**config.mk**
```make
export PLATFORM = sky130hd
export DESIGN_NAME = pattern_beacon
export DESIGN_NICKNAME = d
export VERILOG_FILES = /design/src/rtl/pattern_beacon.sv
export SDC_FILE = /design/constraint.sdc
export NUM_CORES = 1
export LEC_CHECK = 0
export BUFFER_PORTS_ARGS = -buffer_cell sky130_fd_sc_hd__buf_2
export CORE_AREA = 2 2 39 41
export DETAILED_ROUTE_END_ITERATION = 12
export DIE_AREA = 0 0 41 43
export HOLD_SLACK_MARGIN = 0.03
export PLACE_DENSITY = 0.57
export SETUP_SLACK_MARGIN = 0.5
export SYNTH_ARGS = -nofsm -noshare
export SYNTH_HDL_FRONTEND = slang
export SYNTH_SLANG_ARGS = --single-unit
```
**constraint.sdc**
```tcl
create_clock -name clk -period 2 [get_ports clk]
set_input_delay 0.4 -clock clk [delete_from_list [all_inputs] [get_ports clk]]
set_output_delay 0.4 -clock clk [all_outputs]
set_load 0.01 [all_outputs]
```
**src/rtl/pattern_beacon.sv**
```systemverilog
module pattern_beacon #(
  parameter int              DATA_W    = 32,
  parameter logic [DATA_W-1:0] MATCH   = 32'hF0F0_F0F0,
  parameter bit              USE_VALID = 1'b1
) (
  input  logic              clk,
  input  logic              rst_n,
  input  logic [DATA_W-1:0] bus_data,
  input  logic              bus_valid,
  output logic              beacon
);

  localparam logic ALWAYS_QUAL = !USE_VALID;

  logic hit;
  logic hit_q;

  assign hit = (bus_valid | ALWAYS_QUAL) & (bus_data == MATCH);

  always_ff @(posedge clk or negedge rst_n) begin
    if (!rst_n) begin
      hit_q  <= 1'b0;
      beacon <= 1'b0;
    end else begin
      hit_q <= hit;
      if (hit && !hit_q) beacon <= ~beacon;
    end
  end

endmodule

```
==> flow_metrics.py, run 1 <==
metrics = {
    "setup_path": {
        "reg2reg_from": "hit_q",
        "cp_max_fo": 2,
        "endpoint_kind": "flip-flop",
        "r2r_cells": 2,
        "cp_data_required_time_ps": 2140,
        "path_class": "in -> reg",
        "r2r-end": "beacon",
        "critPathArrivalTime_ps": 1520,
        "r2r_setup_slack_ps": 1100,
        "start_kind": "input port",
    },
    "power_and_ir_drop": {
        "power_density_nw_per_um2": 423,
        "total_power_w": 0.000171,
        "power_leakage_nw": 0.220,
        "peakVddDrop_v": 0.000116,
    },
    "routing": {
        "wirelength_met1_um": 195,
        "via_per_inst": 4.06,
        "routed.top_layer": "met3",
        "final_antenna_net_count": 0,
        "wl_met2_um": 355,
        "wl_um": 625,
        "wl_per_cell_um": 8.68,
        "drt-pass1-iter-count": 3,
        "met3_length_um": 75,
        "drtIter0Drc": 2,
        "drc": 0,
        "vias": 292,
    },
    "placed_design": {
        "place_congestion": 0.565,
        "dp_hpwl_um": 568,
        "portBuffers": 35,
    },
    "clock_tree": {
        "path_clk_slew_ps": 30,
        "post_cts_buffers": 0,
        "cts_resized": 0,
        "clock_path_buffers": 2,
        "cts-buffers-inserted": 3,
        "clock_latency_ps": 230,
        "h-tree-depth": 1,
        "cts-root-buf": "clkbuf_4",
        "clkSinkCount": 2,
        "cts_tree": "yes",
        "cts_hold_buf": 1,
    },
    "finish": {
        "drive_above_1_share": 0.750,
        "fin_util": 0.292,
        "finalNetCount": 93,
        "syn_to_final_growth_pct": 129,
        "n_antenna_cell": 0,
    },
    "timing": {
        "finalCritPeriodShare": 0.689,
        "drv_slew": 0,
        "finalSetupViolCount": 0,
        "rsz0062_at_grt": "no",
        "clock_skew_ps": 4.66,
        "tightest_slew_ps": 291,
        "fmax_mhz": 726,
        "totalNegativeSetupSlack_ps": 0,
        "period_needed_ps": 1380,
        "whs_ps": 459,
        "hold_viol": 0,
        "max-slew-margin-rel": 0.804,
    },
    "grt": {
        "grt_antenna_before_repair": 0,
        "grt_use_total": 0.0843,
        "grt_overflow_total": 0,
        "grt_max_degree": 3,
        "grt_pass1_vias": 306,
        "grt_pass1_wl_um": 972,
    },
    "yosys": {
        "synth_area_sq_um": 176,
        "synth_seq_cells": 2,
        "synth_common_cells": "dfrtp_1, nand3_1, nor4_1, nor4bb_1",
        "synth_area_leaders": "dfrtp_1, nor4bb_1, nor4b_2, nand4_2, nor4_1",
        "seq_area_frac_synth": 0.284,
        "synth_top_area_share": 0.284,
        "yosysTopAreaCell": "dfrtp_1",
        "ys_types": 13,
        "dominantRegCellSynth": "dfrtp_1",
        "synth_edf_count": 0,
        "syn_avg_cell_area_sq_um": 10.4,
        "synth_warnings": 0,
        "synth_fp_nets": 52,
        "syn_inst": 17,
        "async_reset_ff_frac": 1.00,
    },
    "die": {
        "num_io_pins": 36,
        "chipHeight_um": 43,
        "core_area_sq_um": 1380,
        "num_rows": 14,
        "start_util": 0.127,
        "die_area_sq_um": 1760,
        "die_w_um": 41,
    },
    "run_status": {
        "status": "finished clean",
    },
    "worst_hold_path": {
        "hold_depth": 3,
        "min_path_type": "in -> reg",
        "min_from": "bus_data[29]",
        "hold_end": "hit_q",
    },
    "run": {
        "cap_violations": 0,
    },
}
==> critical path: stages <==
cell and delay [ps]:
buf_2 90, or4_4 530, or3_1 320, nor3_1 170
==> where the power goes <==
| part | internal [W] | switching [W] | leakage (nW) |
|---|---|---|---|
| clock | 0.0000664 | 0.0000250 | 0.0138 |
| sequential | 0.0000408 | 0.000000000000225 | 0.0280 |
| combinational | 0.0000277 | 0.0000110 | 0.179 |
| total | 0.000135 | 0.0000360 | 0.220 |
==> worst max path at each step <==
stage | from | endpoint | slack (ps) | depth (start not counted)
after floorplan | bus_data[25] | hit_q | 540 | 3
after global placement | bus_data[25] | beacon | 420 | 5
after detailed placement | bus_data[25] | hit_q | 370 | 4
after CTS | bus_data[25] | hit_q | 610 | 4
after global routing | bus_data[25] | hit_q | 550 | 4
final | bus_data[25] | hit_q | 620 | 4
==> through the flow <==
stage          std cells  worst slack [ps]  cell area, sq um
6_report              72               622               404
5_1_grt               72               551               404
4_1_cts               72               609               404
3_5_place_dp          68               374               372
3_3_place_gp          68               417               372
2_1_floorplan         17               542               176
==> flip-flops by register name, summed over array words and instances (netlist names) <==
| name | cells |
|---|---|
| beacon | 1 |
| hit_q | 1 |
==> kinds of logic after synthesis <==
family / count (synthesis) / synth area share
DFF: 2 / 0.284
xor gates and xnor gates: 1 / 0.0497
and+or+nand+nor: 14 / 0.667
==> placed cells by master, fill, tap and decap left out <==
cell type      netlist  routed
and4_1               1       1
nor4b_2              1       1
buf_2                0      35
dlygate4sd3_1        0       1
nand4_1              1       1
dfrtp_1              2       2
nand4_2              1       1
nor3_2               1       1
or4_4                1       1
nand3_1              2       2
xor2_1               1       1
nor4_1               2       2
clkbuf_4             0       3
or3_1                1       1
nor3_1               1       1
nor4bb_1             2       2
==> final cells by class <==
cell class	instances	area (sq um)
Timing Repair Buffer	36	185
Fill cell	162	980
Tap cell	16	20.0
Clock buffer	3	22.5
Multi-Input combinational cell	15	126
Sequential cell	2	50.0
==> metal layers <==
layer / GRT usage / up-vias
li1: - / 152
met1: 0.0675 / 128
met2: 0.141 / 12
met3: 0.0314 / 0
met4: 0.0800 / 0
met5: 0 / -
Note: power is estimated with default switching activity, not from simulation.
==> inputs of run 2 (changes only) <==
--- a/config.mk
+++ b/config.mk
@@ -5,12 +5,13 @@
 export SDC_FILE = /design/constraint.sdc
 export NUM_CORES = 1
 export LEC_CHECK = 0
+export ABC_AREA = 1
 export BUFFER_PORTS_ARGS = -buffer_cell sky130_fd_sc_hd__buf_2
 export CORE_AREA = 2 2 39 41
 export DETAILED_ROUTE_END_ITERATION = 12
 export DIE_AREA = 0 0 41 43
 export HOLD_SLACK_MARGIN = 0.03
-export PLACE_DENSITY = 0.57
+export PLACE_DENSITY = 0.65
 export SETUP_SLACK_MARGIN = 0.5
 export SYNTH_ARGS = -nofsm -noshare
 export SYNTH_HDL_FRONTEND = slang
==> constraint.sdc (replaced) <==
create_clock -name clk -period 1.2 [get_ports clk]
set_input_delay 0.24 -clock clk [delete_from_list [all_inputs] [get_ports clk]]
set_output_delay 0.24 -clock clk [all_outputs]
set_load 0.01 [all_outputs]
==> run 2 against run 1 <==
Clock-buffer cell count did not move; final area grew 34%; die area stayed put; first-iteration DRC count rose by 100%; clock skew is 2.3 ps lower; register-to-register slack got worse by 650 ps.
==> flow_metrics.py, run 2 <==
metrics = {
    "clock_tree": {
        "cts-root-buf": "clkbuf_4",
        "clock_latency_ps": 220,
        "h-tree-depth": 1,
        "clkSinkCount": 2,
        "cts_tree": "yes",
        "clock_path_buffers": 2,
        "path_clk_slew_ps": 30,
        "cts-buffers-inserted": 3,
    },
    "run_status": {
        "status": "finished clean",
    },
    "yosys": {
        "async_reset_ff_frac": 1.00,
        "synth_top_area_share": 0.288,
        "ys_types": 9,
        "synth_edf_count": 0,
        "yosysTopAreaCell": "nand2_1",
        "synth_common_cells": "nand2_1, inv_1, nor2_1, nor2_2",
        "seq_area_frac_synth": 0.202,
        "synth_fp_nets": 83,
        "dominantRegCellSynth": "dfrtp_1",
        "synth_area_leaders": "nand2_1, dfrtp_1, nor2_2, inv_1, nor2_1",
        "synth_seq_cells": 2,
        "syn_inst": 48,
        "syn_avg_cell_area_sq_um": 5.16,
        "synth_warnings": 0,
        "yosysMostFrequentCell": "nand2_1",
        "synth_area_sq_um": 248,
    },
    "run": {
        "cap_violations": 0,
    },
    "power_and_ir_drop": {
        "p_int_w": 0.000239,
        "p_seq_frac": 0.216,
        "total_power_w": 0.000315,
        "combPwrFrac": 0.314,
        "switching_share": 0.240,
        "p_sw_w": 0.0000756,
        "power_leakage_nw": 0.298,
        "power_density_nw_per_um2": 582,
        "peakVddDrop_v": 0.000378,
        "clkPwrFrac": 0.470,
    },
    "timing": {
        "period_needed_ps": 962,
        "fmax_mhz": 1040,
        "drv_slew": 0,
        "max-slew-margin-rel": 0.893,
        "hold_viol": 0,
        "finalSetupViolCount": 0,
        "totalNegativeSetupSlack_ps": 0,
        "rsz0062_at_grt": "yes",
        "finalCritPeriodShare": 0.802,
        "clock_skew_ps": 2.33,
        "tightest_slew_ps": 160,
    },
    "finish": {
        "final_common_cell": "buf_2",
        "finalNetCount": 125,
        "drive_above_1_share": 0.602,
        "syn_to_final_growth_pct": 119,
        "n_antenna_cell": 0,
        "final_area_sq_um": 542,
        "reg_top3": "beacon x1, hit_q x1",
        "fin_util": 0.392,
        "final_cell_mix": "buf_2, nand2_1, nor2_2, inv_1",
        "fin_cells": 104,
    },
    "setup_path": {
        "critPathArrivalTime_ps": 720,
        "cp_max_fo": 2,
        "r2r_cells": 4,
        "path_cells": "buf_2",
        "r2r_setup_slack_ps": 450,
        "slowest_delay_ps": 360,
        "slowest_stage": "dfrtp_1",
        "start_kind": "flip-flop",
        "endpoint_kind": "primary output",
        "cp_data_required_time_ps": 960,
        "crit_family": "flip-flops",
        "r2r-end": "beacon",
        "path_class": "reg -> out",
        "critPathBufInv": 1,
        "reg2reg_from": "beacon",
    },
    "worst_hold_path": {
        "min_from": "bus_data[3]",
        "hold_end": "hit_q",
        "hold_depth": 4,
        "min_path_type": "in -> reg",
    },
    "placed_design": {
        "dp_hpwl_um": 635,
        "dp.cells": 99,
        "place_congestion": 0.741,
        "placed_area_sq_um": 468,
        "portBuffers": 35,
    },
    "routing": {
        "wl_per_cell_um": 6.86,
        "final_antenna_net_count": 0,
        "drtIter0Drc": 4,
        "drt-pass1-iter-count": 2,
        "drc": 0,
        "via_per_inst": 3.85,
        "wl_um": 713,
        "vias": 400,
    },
    "die": {
        "num_io_pins": 36,
        "die_area_sq_um": 1760,
        "chipHeight_um": 43,
        "core_area_sq_um": 1380,
        "die_w_um": 41,
        "num_rows": 14,
        "start_util": 0.179,
    },
    "grt": {
        "grt_pass1_vias": 348,
        "grt_antenna_before_repair": 0,
        "grt_use_total": 0.0972,
        "grt_pass1_wl_mm": 1.14,
        "grt_overflow_total": 0,
        "grt_max_degree": 4,
    },
}
## run 2: changes by cell type after synthesis, sizes merged
cell / before / now
nor4bb: 2 / 0
xor2: 1 / 0
nor3: 2 / 1
inv: 0 / 8
nor3b: 0 / 1
and4: 1 / 0
nor4b: 1 / 0
or3: 1 / 0
nand2: 0 / 19
nor2: 0 / 13
or4: 1 / 0
nor4: 2 / 0
## run 2: final cells by class
class                   instances  area [sq um]
fillers                       152           842
repair buffers                 37           211
multi-input cells              38           208
flip-flops and latches          2          50.0
inverters                       8          30.0
well taps                      16          20.0
clock buffers                   3          22.5
## run 2: worst max-delay path by stage
stage,start,end,slack [ps],cells after the start
global placement,bus_data[1],beacon,120,9
CTS,beacon,beacon,220,1
floorplan,bus_data[9],beacon,280,8
finish,beacon,beacon,240,1
global route,beacon,beacon,210,1
detailed placement,bus_data[9],beacon,70,9
## run 2: per-stage QoR
stage          hold WS (ps)  setup slack, ps
2_1_floorplan         -55.6              281
3_3_place_gp           28.4              120
3_5_place_dp           29.6             71.9
4_1_cts                 272              224
5_1_grt                 296              211
6_report                293              238
## run 2: kinds of logic (layout without fill, tap and decap cells)
logic type             after synthesis  in the layout  share of synthesized area
buffers and inverters                8             48                      0.121
DFF                                  2              2                      0.202
and+or+nand+nor                     38             38                      0.677
## run 2: power by group through the flow
stage / Sequential, W / Clock (W) / Combinational [W]
2_1_floorplan: 0.0000687 / 0 / 0.0000245
3_3_place_gp: 0.0000687 / 0 / 0.0000866
3_5_place_dp: 0.0000687 / 0 / 0.0000880
4_1_cts: 0.0000680 / 0.000157 / 0.0000910
5_1_grt: 0.0000679 / 0.000161 / 0.000112
6_report: 0.0000680 / 0.000148 / 0.0000989
## run 2: layer usage
layer,part of all wire,up-vias,track usage
met1,0.41,153,0.105
met4,0,0,0.0200
li1,-,225,-
met5,0,-,0
met2,0.45,22,0.144
met3,0.15,0,0.0785
## run 2: timing repair
action | in CTS | in global routing
setup buffers | 1 | 0
gates resized for setup | 1 | 7
hold endpoints to repair | 2 | 0
hold buffers | 1 | 0
endpoints found under the setup margin | 3 | 3
pin swaps | 0 | 8
